$ cat src/rtl/mddr_init_pkg.sv
package mddr_init_pkg;

    // Command kinds placed on the memory bus.
    typedef enum logic [2:0] {
        K_DES = 3'd0,
        K_NOP = 3'd1,
        K_PRE = 3'd2,
        K_REF = 3'd3,
        K_LMR = 3'd4,
        K_EMR = 3'd5
    } cmd_kind_e;

    typedef enum logic [1:0] {
        ST_IDLE = 2'd0,
        ST_GAP  = 2'd1,
        ST_CMD  = 2'd2,
        ST_DONE = 2'd3
    } seq_state_e;

    // Executable commands issued after the settling wait.
    localparam int NUM_STEPS = 5;

endpackage

$ cat src/rtl/mddr_init_order.sv
module mddr_init_order
    import mddr_init_pkg::*;
#(
    parameter bit LATE_REF2 = 1'b0
) (
    input  logic [2:0] step_i,
    output cmd_kind_e  kind_o
);

    generate
        if (LATE_REF2) begin : g_late
            // PRE, REF, LMR, REF, EMR
            always_comb begin
                case (step_i)
                    3'd0:    kind_o = K_PRE;
                    3'd1:    kind_o = K_REF;
                    3'd2:    kind_o = K_LMR;
                    3'd3:    kind_o = K_REF;
                    3'd4:    kind_o = K_EMR;
                    default: kind_o = K_NOP;
                endcase
            end
        end else begin : g_early
            // PRE, REF, REF, LMR, EMR
            always_comb begin
                case (step_i)
                    3'd0:    kind_o = K_PRE;
                    3'd1:    kind_o = K_REF;
                    3'd2:    kind_o = K_REF;
                    3'd3:    kind_o = K_LMR;
                    3'd4:    kind_o = K_EMR;
                    default: kind_o = K_NOP;
                endcase
            end
        end
    endgenerate

endmodule

$ cat src/rtl/mddr_init_encode.sv
module mddr_init_encode
    import mddr_init_pkg::*;
#(
    parameter int          ADDR_W     = 13,
    parameter logic [31:0] MR_OPCODE  = 32'h0000_0032,
    parameter logic [31:0] EMR_OPCODE = 32'h0000_0000
) (
    input  cmd_kind_e          kind_i,
    output logic               cs_n_o,
    output logic               ras_n_o,
    output logic               cas_n_o,
    output logic               we_n_o,
    output logic [1:0]         ba_o,
    output logic [ADDR_W-1:0]  addr_o
);

    localparam int ALL_BANK_BIT = 10;

    always_comb begin
        cs_n_o  = 1'b0;
        ras_n_o = 1'b1;
        cas_n_o = 1'b1;
        we_n_o  = 1'b1;
        ba_o    = 2'b00;
        addr_o  = '0;
        case (kind_i)
            K_DES: cs_n_o = 1'b1;
            K_PRE: begin
                ras_n_o = 1'b0;
                we_n_o  = 1'b0;
                addr_o[ALL_BANK_BIT] = 1'b1;
            end
            K_REF: begin
                ras_n_o = 1'b0;
                cas_n_o = 1'b0;
            end
            K_LMR: begin
                ras_n_o = 1'b0;
                cas_n_o = 1'b0;
                we_n_o  = 1'b0;
                addr_o  = MR_OPCODE[ADDR_W-1:0];
            end
            K_EMR: begin
                ras_n_o = 1'b0;
                cas_n_o = 1'b0;
                we_n_o  = 1'b0;
                ba_o    = 2'b10;
                addr_o  = EMR_OPCODE[ADDR_W-1:0];
            end
            default: ;
        endcase
    end

endmodule

$ cat src/rtl/mddr_init_seq.sv
module mddr_init_seq
    import mddr_init_pkg::*;
#(
    parameter int          T_INIT     = 20800,
    parameter int          T_RP       = 3,
    parameter int          T_RFC      = 8,
    parameter int          T_MRD      = 2,
    parameter bit          LATE_REF2  = 1'b0,
    parameter int          ADDR_W     = 13,
    parameter logic [31:0] MR_OPCODE  = 32'h0000_0032,
    parameter logic [31:0] EMR_OPCODE = 32'h0000_0000
) (
    input  logic              clk_i,
    input  logic              rst_ni,
    input  logic              start_i,
    output logic              cke_o,
    output logic              cs_n_o,
    output logic              ras_n_o,
    output logic              cas_n_o,
    output logic              we_n_o,
    output logic [1:0]        ba_o,
    output logic [ADDR_W-1:0] addr_o,
    output logic              init_done_o
);

    localparam int MAX_A = (T_RP > T_RFC) ? T_RP : T_RFC;
    localparam int MAX_B = (MAX_A > T_MRD) ? MAX_A : T_MRD;
    localparam int MAX_T = (MAX_B > T_INIT) ? MAX_B : T_INIT;
    localparam int CNT_W = $clog2(MAX_T + 1);

    typedef struct packed {
        seq_state_e       st;
        logic [2:0]       step;
        logic [CNT_W-1:0] cnt;
        logic [CNT_W-1:0] lim;
        cmd_kind_e        kind;
        logic             cke;
        logic             done;
    } regs_t;

    regs_t     seq_d, seq_q;
    cmd_kind_e step_kind;

    initial begin
        assert (T_INIT >= 1 && T_RP >= 1 && T_RFC >= 1 && T_MRD >= 1)
            else $error("wait parameters must be at least one cycle");
        assert (ADDR_W >= 11) else $error("address bus needs bit 10");
    end

    function automatic logic [CNT_W-1:0] gap_of(cmd_kind_e k);
        case (k)
            K_PRE:   gap_of = CNT_W'(T_RP);
            K_REF:   gap_of = CNT_W'(T_RFC);
            default: gap_of = CNT_W'(T_MRD);
        endcase
    endfunction

    mddr_init_order #(
        .LATE_REF2 (LATE_REF2)
    ) u_order (
        .step_i (seq_q.step),
        .kind_o (step_kind)
    );

    always_comb begin
        seq_d = seq_q;
        case (seq_q.st)
            ST_IDLE: begin
                seq_d.kind = K_DES;
                seq_d.cke  = 1'b0;
                if (start_i) begin
                    seq_d.st   = ST_GAP;
                    seq_d.cke  = 1'b1;
                    seq_d.kind = K_NOP;
                    seq_d.cnt  = '0;
                    seq_d.lim  = CNT_W'(T_INIT);
                    seq_d.step = '0;
                end
            end
            ST_GAP: begin
                seq_d.kind = K_NOP;
                if (seq_q.cnt == seq_q.lim - CNT_W'(1)) begin
                    seq_d.cnt = '0;
                    if (seq_q.step == 3'(NUM_STEPS)) begin
                        seq_d.st   = ST_DONE;
                        seq_d.done = 1'b1;
                    end else begin
                        seq_d.st   = ST_CMD;
                        seq_d.kind = step_kind;
                    end
                end else begin
                    seq_d.cnt = seq_q.cnt + CNT_W'(1);
                end
            end
            ST_CMD: begin
                seq_d.st   = ST_GAP;
                seq_d.kind = K_NOP;
                seq_d.lim  = gap_of(seq_q.kind);
                seq_d.step = seq_q.step + 3'd1;
            end
            default: seq_d.kind = K_NOP;
        endcase
    end

    always_ff @(posedge clk_i or negedge rst_ni) begin
        if (!rst_ni) begin
            seq_q <= '{st: ST_IDLE, step: '0, cnt: '0, lim: '0,
                       kind: K_DES, cke: 1'b0, done: 1'b0};
        end else begin
            seq_q <= seq_d;
        end
    end

    mddr_init_encode #(
        .ADDR_W     (ADDR_W),
        .MR_OPCODE  (MR_OPCODE),
        .EMR_OPCODE (EMR_OPCODE)
    ) u_encode (
        .kind_i  (seq_q.kind),
        .cs_n_o  (cs_n_o),
        .ras_n_o (ras_n_o),
        .cas_n_o (cas_n_o),
        .we_n_o  (we_n_o),
        .ba_o    (ba_o),
        .addr_o  (addr_o)
    );

    assign cke_o       = seq_q.cke;
    assign init_done_o = seq_q.done;

    // ---------------- assertions ----------------
    assert_idle_deselect_R1: assert property (@(posedge clk_i) disable iff (!rst_ni)
        !cke_o |-> (cs_n_o && !init_done_o));

    assert_cke_held_R2: assert property (@(posedge clk_i) disable iff (!rst_ni)
        cke_o |=> cke_o);

    assert_pre_all_R3: assert property (@(posedge clk_i) disable iff (!rst_ni)
        (!cs_n_o && !ras_n_o && cas_n_o && !we_n_o) |-> addr_o[10]);

    assert_cmd_then_nop_R4: assert property (@(posedge clk_i) disable iff (!rst_ni)
        (seq_q.st == ST_CMD) |=> (!cs_n_o && ras_n_o && cas_n_o && we_n_o));

    assert_gap_bound_R5: assert property (@(posedge clk_i) disable iff (!rst_ni)
        (seq_q.st == ST_GAP) |-> (seq_q.cnt < seq_q.lim));

    assert_done_sticky_R8: assert property (@(posedge clk_i) disable iff (!rst_ni)
        init_done_o |=> (init_done_o && cke_o));

endmodule

$ cat config.mk
export PLATFORM = sky130hd
export DESIGN_NAME = mddr_init_seq
export DESIGN_NICKNAME = d
export VERILOG_FILES = /design/src/rtl/mddr_init_pkg.sv /design/src/rtl/mddr_init_order.sv /design/src/rtl/mddr_init_encode.sv /design/src/rtl/mddr_init_seq.sv
export SDC_FILE = /design/constraint.sdc
export NUM_CORES = 1
export LEC_CHECK = 0
export ABC_AREA = 1
export CAP_MARGIN = 10
export CORE_MARGIN = 8
export CORE_UTILIZATION = 60
export CTS_CLUSTER_DIAMETER = 60
export DETAILED_ROUTE_END_ITERATION = 6
export MAX_ROUTING_LAYER = met4
export PLACE_DENSITY_LB_ADDON = 0.3
export SLEW_MARGIN = 15
export SYNTH_ARGS = -nofsm -noshare
export SYNTH_HDL_FRONTEND = slang
export SYNTH_SLANG_ARGS = --single-unit
$ cat constraint.sdc
create_clock -name clk_i -period 4.05 [get_ports clk_i]
set_input_delay 0.81 -clock clk_i [delete_from_list [all_inputs] [get_ports clk_i]]
set_output_delay 0.81 -clock clk_i [all_outputs]
set_load 0.05 [all_outputs]
**Yosys cells after proc, flatten, opt, wreduce, memory -nomap -nowiden**

Cells that the tools add are included.

- Flip-flop bits (word level): 40
- Input bits: 3
- Output and inout bits: 21
- Logic and storage cells: 58

- Add/sub/neg operators: 3
- Equality and inequality tests: 14
- Mux-type cells: 20
- Reductions and logical operators: 14

Operators by type and width:

| operator | number |
|---|---|
| case mux 15 bit (2 select lines) | 2 |
| 2-to-1 mux 39 bit | 1 |
| adder 15 x 1 -> 15 bit, second input constant | 1 |
| equality test 15 bit | 1 |
| 2-to-1 mux 15 bit | 1 |
| subtractor 15 x 1 -> 15 bit, second input constant | 1 |
| equality test 3 x 2 -> 1 bit, second input constant | 4 |
| equality test 3 bit, second input constant | 4 |
| case mux 3 bit (2 select lines) | 2 |
| case mux 3 bit (4 select lines) | 1 |
| case mux 4 bit (2 select lines) | 1 |
| zero test 3 bit | 2 |
| 2-to-1 mux 1 bit | 6 |
| 2-to-1 mux 3 bit | 2 |
| 2-to-1 mux 6 bit | 1 |
| case mux 2 bit (3 select lines) | 1 |
| AND reduction 3 bit | 2 |
| OR reduction 3 bit | 2 |
| 2-to-1 mux 2 bit | 2 |
| inequality test 2 bit, second input constant | 2 |
| AND reduction 2 bit | 2 |
| nonzero test 2 bit | 2 |
| OR reduction 4 bit | 1 |
| adder 3 x 1 -> 3 bit, second input constant | 1 |
| 6 further kinds | 6 |

**Logic depth before layout (Yosys ltp)**

- Word-level depth: 6
- Mapped depth: 15
- Mapped depth without buffers: 15

**By module**

Synthesis repeated with hierarchy kept, for this count alone.

- Cell total of the unflattened synthesis: 287
- Area, all modules: 2128.3 um^2

Modules (own cells, without submodules):

| module | instances | cells each | area each (um^2) | sequential area each (um^2) |
|---|---|---|---|---|
| mddr_init_seq | 1 | 246 | 1918.1 | 725.7 |
| mddr_init_encode | 1 | 30 | 165.2 | 0.0 |
| mddr_init_order | 1 | 11 | 45.0 | 0.0 |

**Worst setup path before layout**

Ideal clock, no wire load.

- Kind: flip-flop to output port
- From: register seq_q[4] (netlist bit)
- To: output port we_n_o
- Data arrival time: 2.155 ns
- Data required time: 3.240 ns
- Slack: 1.085 ns
- Cell stages (with the launch flop): 3
- Path buffers: 0
- Cells stage by stage: dfrtp_1 -> nor3_1 -> nor2_1

- Longest elaborated chain between the ends: 3
- Elaborated cells between the ends (all ways): 5
- Classes of those cells: eq/ne (3); mux (1); reduce/logical (1)

Ends and longest elaborated chain:

| what | line | source |
|---|---|---|
| from (decl) | mddr_init_seq.sv:41 | `regs_t seq_d, seq_q;` |
| from (signal assigned) | mddr_init_seq.sv:107 | `seq_q <= '{st: ST_IDLE, step: '0, cnt: '0, lim: '0,` |
| from (signal assigned) | mddr_init_seq.sv:110 | `seq_q <= seq_d;` |
| equality test 3 bit or equality test 3 x 2 -> 1 bit (tied branches) | mddr_init_encode.sv:26 | `case (kind_i)` |
| OR reduction 3 bit (no source line) * | -- |  |
| 2-to-1 mux 1 bit * | mddr_init_encode.sv:26 |  |
| to (decl) | mddr_init_seq.sv:20 | `output logic we_n_o,` |

Every way passes the cells marked *; elsewhere a longest branch is shown, timed or not.

**Worst setup path in the final report**

- From: register seq_q[4] (netlist bit)
- To: output port ras_n_o

- Longest elaborated chain between the ends: 3
- Elaborated cells between the ends (all ways): 6
- Classes of those cells: eq/ne (4); mux (1); reduce/logical (1)

Ends and longest elaborated chain:

| what | line | source |
|---|---|---|
| equality test 3 x 2 -> 1 bit or equality test 3 bit (tied branches) | mddr_init_encode.sv:26 |  |
| OR reduction 4 bit (no source line) * | -- |  |
| 2-to-1 mux 1 bit * | mddr_init_encode.sv:26 |  |
| to (decl) | mddr_init_seq.sv:18 | `output logic ras_n_o,` |

Marks and branches as above.

==> flow_summary.json <==
{
  "syn_to_final_growth_pct": 9.03,
  "synthAdderAreaFrac_pct": 7.03,
  "holdWs_ps": 478,
  "synth_simple_gate_area_share_pct": 30.0,
  "start_kind": "register",
  "synth_top_family_by_area": "simple AND/OR/NAND/NOR gates",
  "status": "finished clean",
  "die_w_um": 75.6,
  "layout.nets": 313,
  "worstHoldPathType": "reg -> reg",
  "p_leak_nw": 1.08,
  "viasPerCell": 5.19,
  "initial_core_util_pct": 63.0,
  "wl_mm": 4.35,
  "crit_required_ps": 3240,
  "slew_viol_final": 0,
  "hold_violations": 0,
  "post_cts_resized": 0,
  "gp_congestion": 0.858,
  "globalRouteOverflowTotal": 0,
  "ys_seq_area_share_pct": 34.0,
  "worstPathMaxFanout": 4,
  "antenna_left": 0,
  "fp.dieH_um": 75.6,
  "synth_ff_type": "dfrtp_1",
  "antenna_found_initial": 0,
  "drtIter0Drc": 127,
  "synth_compound_area_share_pct": 11.6,
  "yosys.area_share.xor_xnor_pct": 5.33,
  "fillerInstances": 263,
  "rows": 21,
  "drt_pass1_iterations": 4,
  "ys_ff_latch": 29,
  "grt_pass1_wl_mm": 7.50,
  "postSynthCellCount": 283,
  "clock-root-buffer": "clkbuf_4",
  "vdd_drop_max_mv": 0.318,
  "finalCriticalPeriod_ps": 3010,
  "rsz0062_at_grt": "false",
  "synth-edff-count": 0,
  "finalCritPeriodShare_pct": 74.4,
  "post-cts-setup-buffers": 0,
  "grt_pass1_vias": 1685,
  "clk-insertion-delay-late_ps": 340,
  "async_reset_ff_share_pct": 100,
  "dp_hpwl_mm": 3.30,
  "setup_viol": 0,
  "finalSetupTns_ps": 0,
  "num_vias": 1791,
  "syn_area_um2": 2130,
  "grt_use_total_pct": 17.9,
  "h-tree-depth": 2,
  "crit_type": "reg -> out",
  "cellPowerDensity_nw_per_um2": 386,
  "cts_tree": "yes",
  "drive_gt1_share_pct": 13.7,
  "avgSynthCellArea_um2": 7.54,
  "clock.fmax_mhz": 332,
  "worst_pin_slew_ps": 505,
  "cts.sinks": 29,
  "wire_per_inst_um": 12.6,
  "diodes": 0,
  "coreArea_um2": 3390,
  "clock_skew_ps": 12.1,
  "grt_max_degree": 30,
  "synth_cell_type_count": 32,
  "clkTransAtPathRegs_ps": 90,
  "critPathArrivalTime_ps": 2200,
  "io_buffers": 13,
  "clockBufferDepth": 2,
  "drv_cap": 0,
  "numCtsBuffers": 5,
  "hold_buffers": 0,
  "relSlewSlack_pct": 66.3,
  "worstSetupEndpointType": "output port",
  "die-area_um2": 5720,
  "synthMuxAreaShare_pct": 0,
  "ios": 24,
  "drc": 0,
  "ys.warnings.count": 0
}
[metal layers]
metal  track usage, %  wire [µm]
met4             8.32         93
met2             26.6       1860
met3             3.95        262
met1             22.7       2120
met5                -          0
[registers in the layout (all words and copies together) (netlist names)]
| register | flops |
|---|---|
| seq_q | 27 |
| cke_o | 1 |
| init_done_o | 1 |
[layout by cell type (no fill, tap or decap), drive strengths merged, types with 4 or more instances in the layout]
cell type / netlist / layout
nand2: 70 / 70
o21ai: 17 / 17
nand4: 4 / 4
clkdlybuf4s50: 0 / 13
ha: 12 / 12
nor2: 30 / 30
dfrtp: 29 / 29
nor3: 6 / 6
clkbuf: 0 / 7
conb: 1 / 10
xor2: 9 / 9
or2: 4 / 4
xnor2: 4 / 4
a21oi: 17 / 17
inv: 34 / 34
nand3: 24 / 24
[layout make-up]
class	count	area, µm²	area share [%]
Clock buffer	7	55.1	2.37
Clock inverter	1	30.0	1.29
Inverter	35	131	5.65
Multi-Input combinational cell	213	1190	51.1
Sequential cell	29	726	31.2
Tap cell	46	57.6	2.47
Timing Repair Buffer	14	138	5.91
[cell usage after synthesis (2+ instances only)]
master,n,share of area [%]
a21oi_1,8,1.9
a21oi_2,9,3.7
buf_4,13,4.6
dfrtp_1,29,34
ha_1,12,7.0
inv_1,30,5.3
inv_2,4,0.70
nand2_1,63,11
nand2_2,5,1.5
nand2_4,2,1.1
nand3_1,22,5.2
nand3_2,2,0.94
nand4_1,4,1.2
nor2_1,23,4.0
nor2_2,5,1.5
nor2_4,2,1.1
nor3_1,6,1.4
o21ai_0,16,3.8
or2_2,4,1.2
xnor2_1,4,1.6
xor2_1,9,3.7
[metrics by stage]
step	area [µm²]	util (%)	setup slack [ps]	cells	total power, W
finish	2330	68.7	1040	345	0.000898
CTS	2330	68.7	1030	345	0.000904
detailed placement	2240	66.1	1420	337	0.000653
floorplan	2170	-	1080	292	0.000614
global route	2330	68.7	905	345	0.000960
global placement	2240	66.1	1450	337	0.000650
[where the power goes]
part,switching [W],internal (W),total (W)
combinational,0.000224,0.0000798,0.000304
sequential,0.0000312,0.000314,0.000345
clock,0.000102,0.000147,0.000249
[cells by family (layout without fill, tap and decap cells)]
family / count (synthesis) / after routing
other cells: 1 / 10
fa+ha+maj: 12 / 12
xor+xnor: 13 / 13
compound gates: 40 / 40
buf+inv: 50 / 57
flops: 29 / 29
simple gates: 138 / 138
[final timing paths]
check | start | endpoint | slack [ps] | depth (start not counted)
setup reg to reg | seq_q[5] | seq_q[20] | 1520 | 13
hold / removal | cke_o | cke_o | 480 | 2
setup / recovery | seq_q[4] | ras_n_o | 1040 | 5
hold reg to reg | cke_o | cke_o | 480 | 2
min in group asynchronous | rst_ni | seq_q[21] | 840 | 2
max in group asynchronous | rst_ni | seq_q[22] | 2940 | 2
[critical path, stage by stage (launching register included)]
cell and delay (ps):
dfrtp_1 420, inv_1 100, nor2_1 80, or2_2 330, a21oi_1 120, clkdlybuf4s50_1 810
No activity file was read; power rests on OpenSTA's default activity.
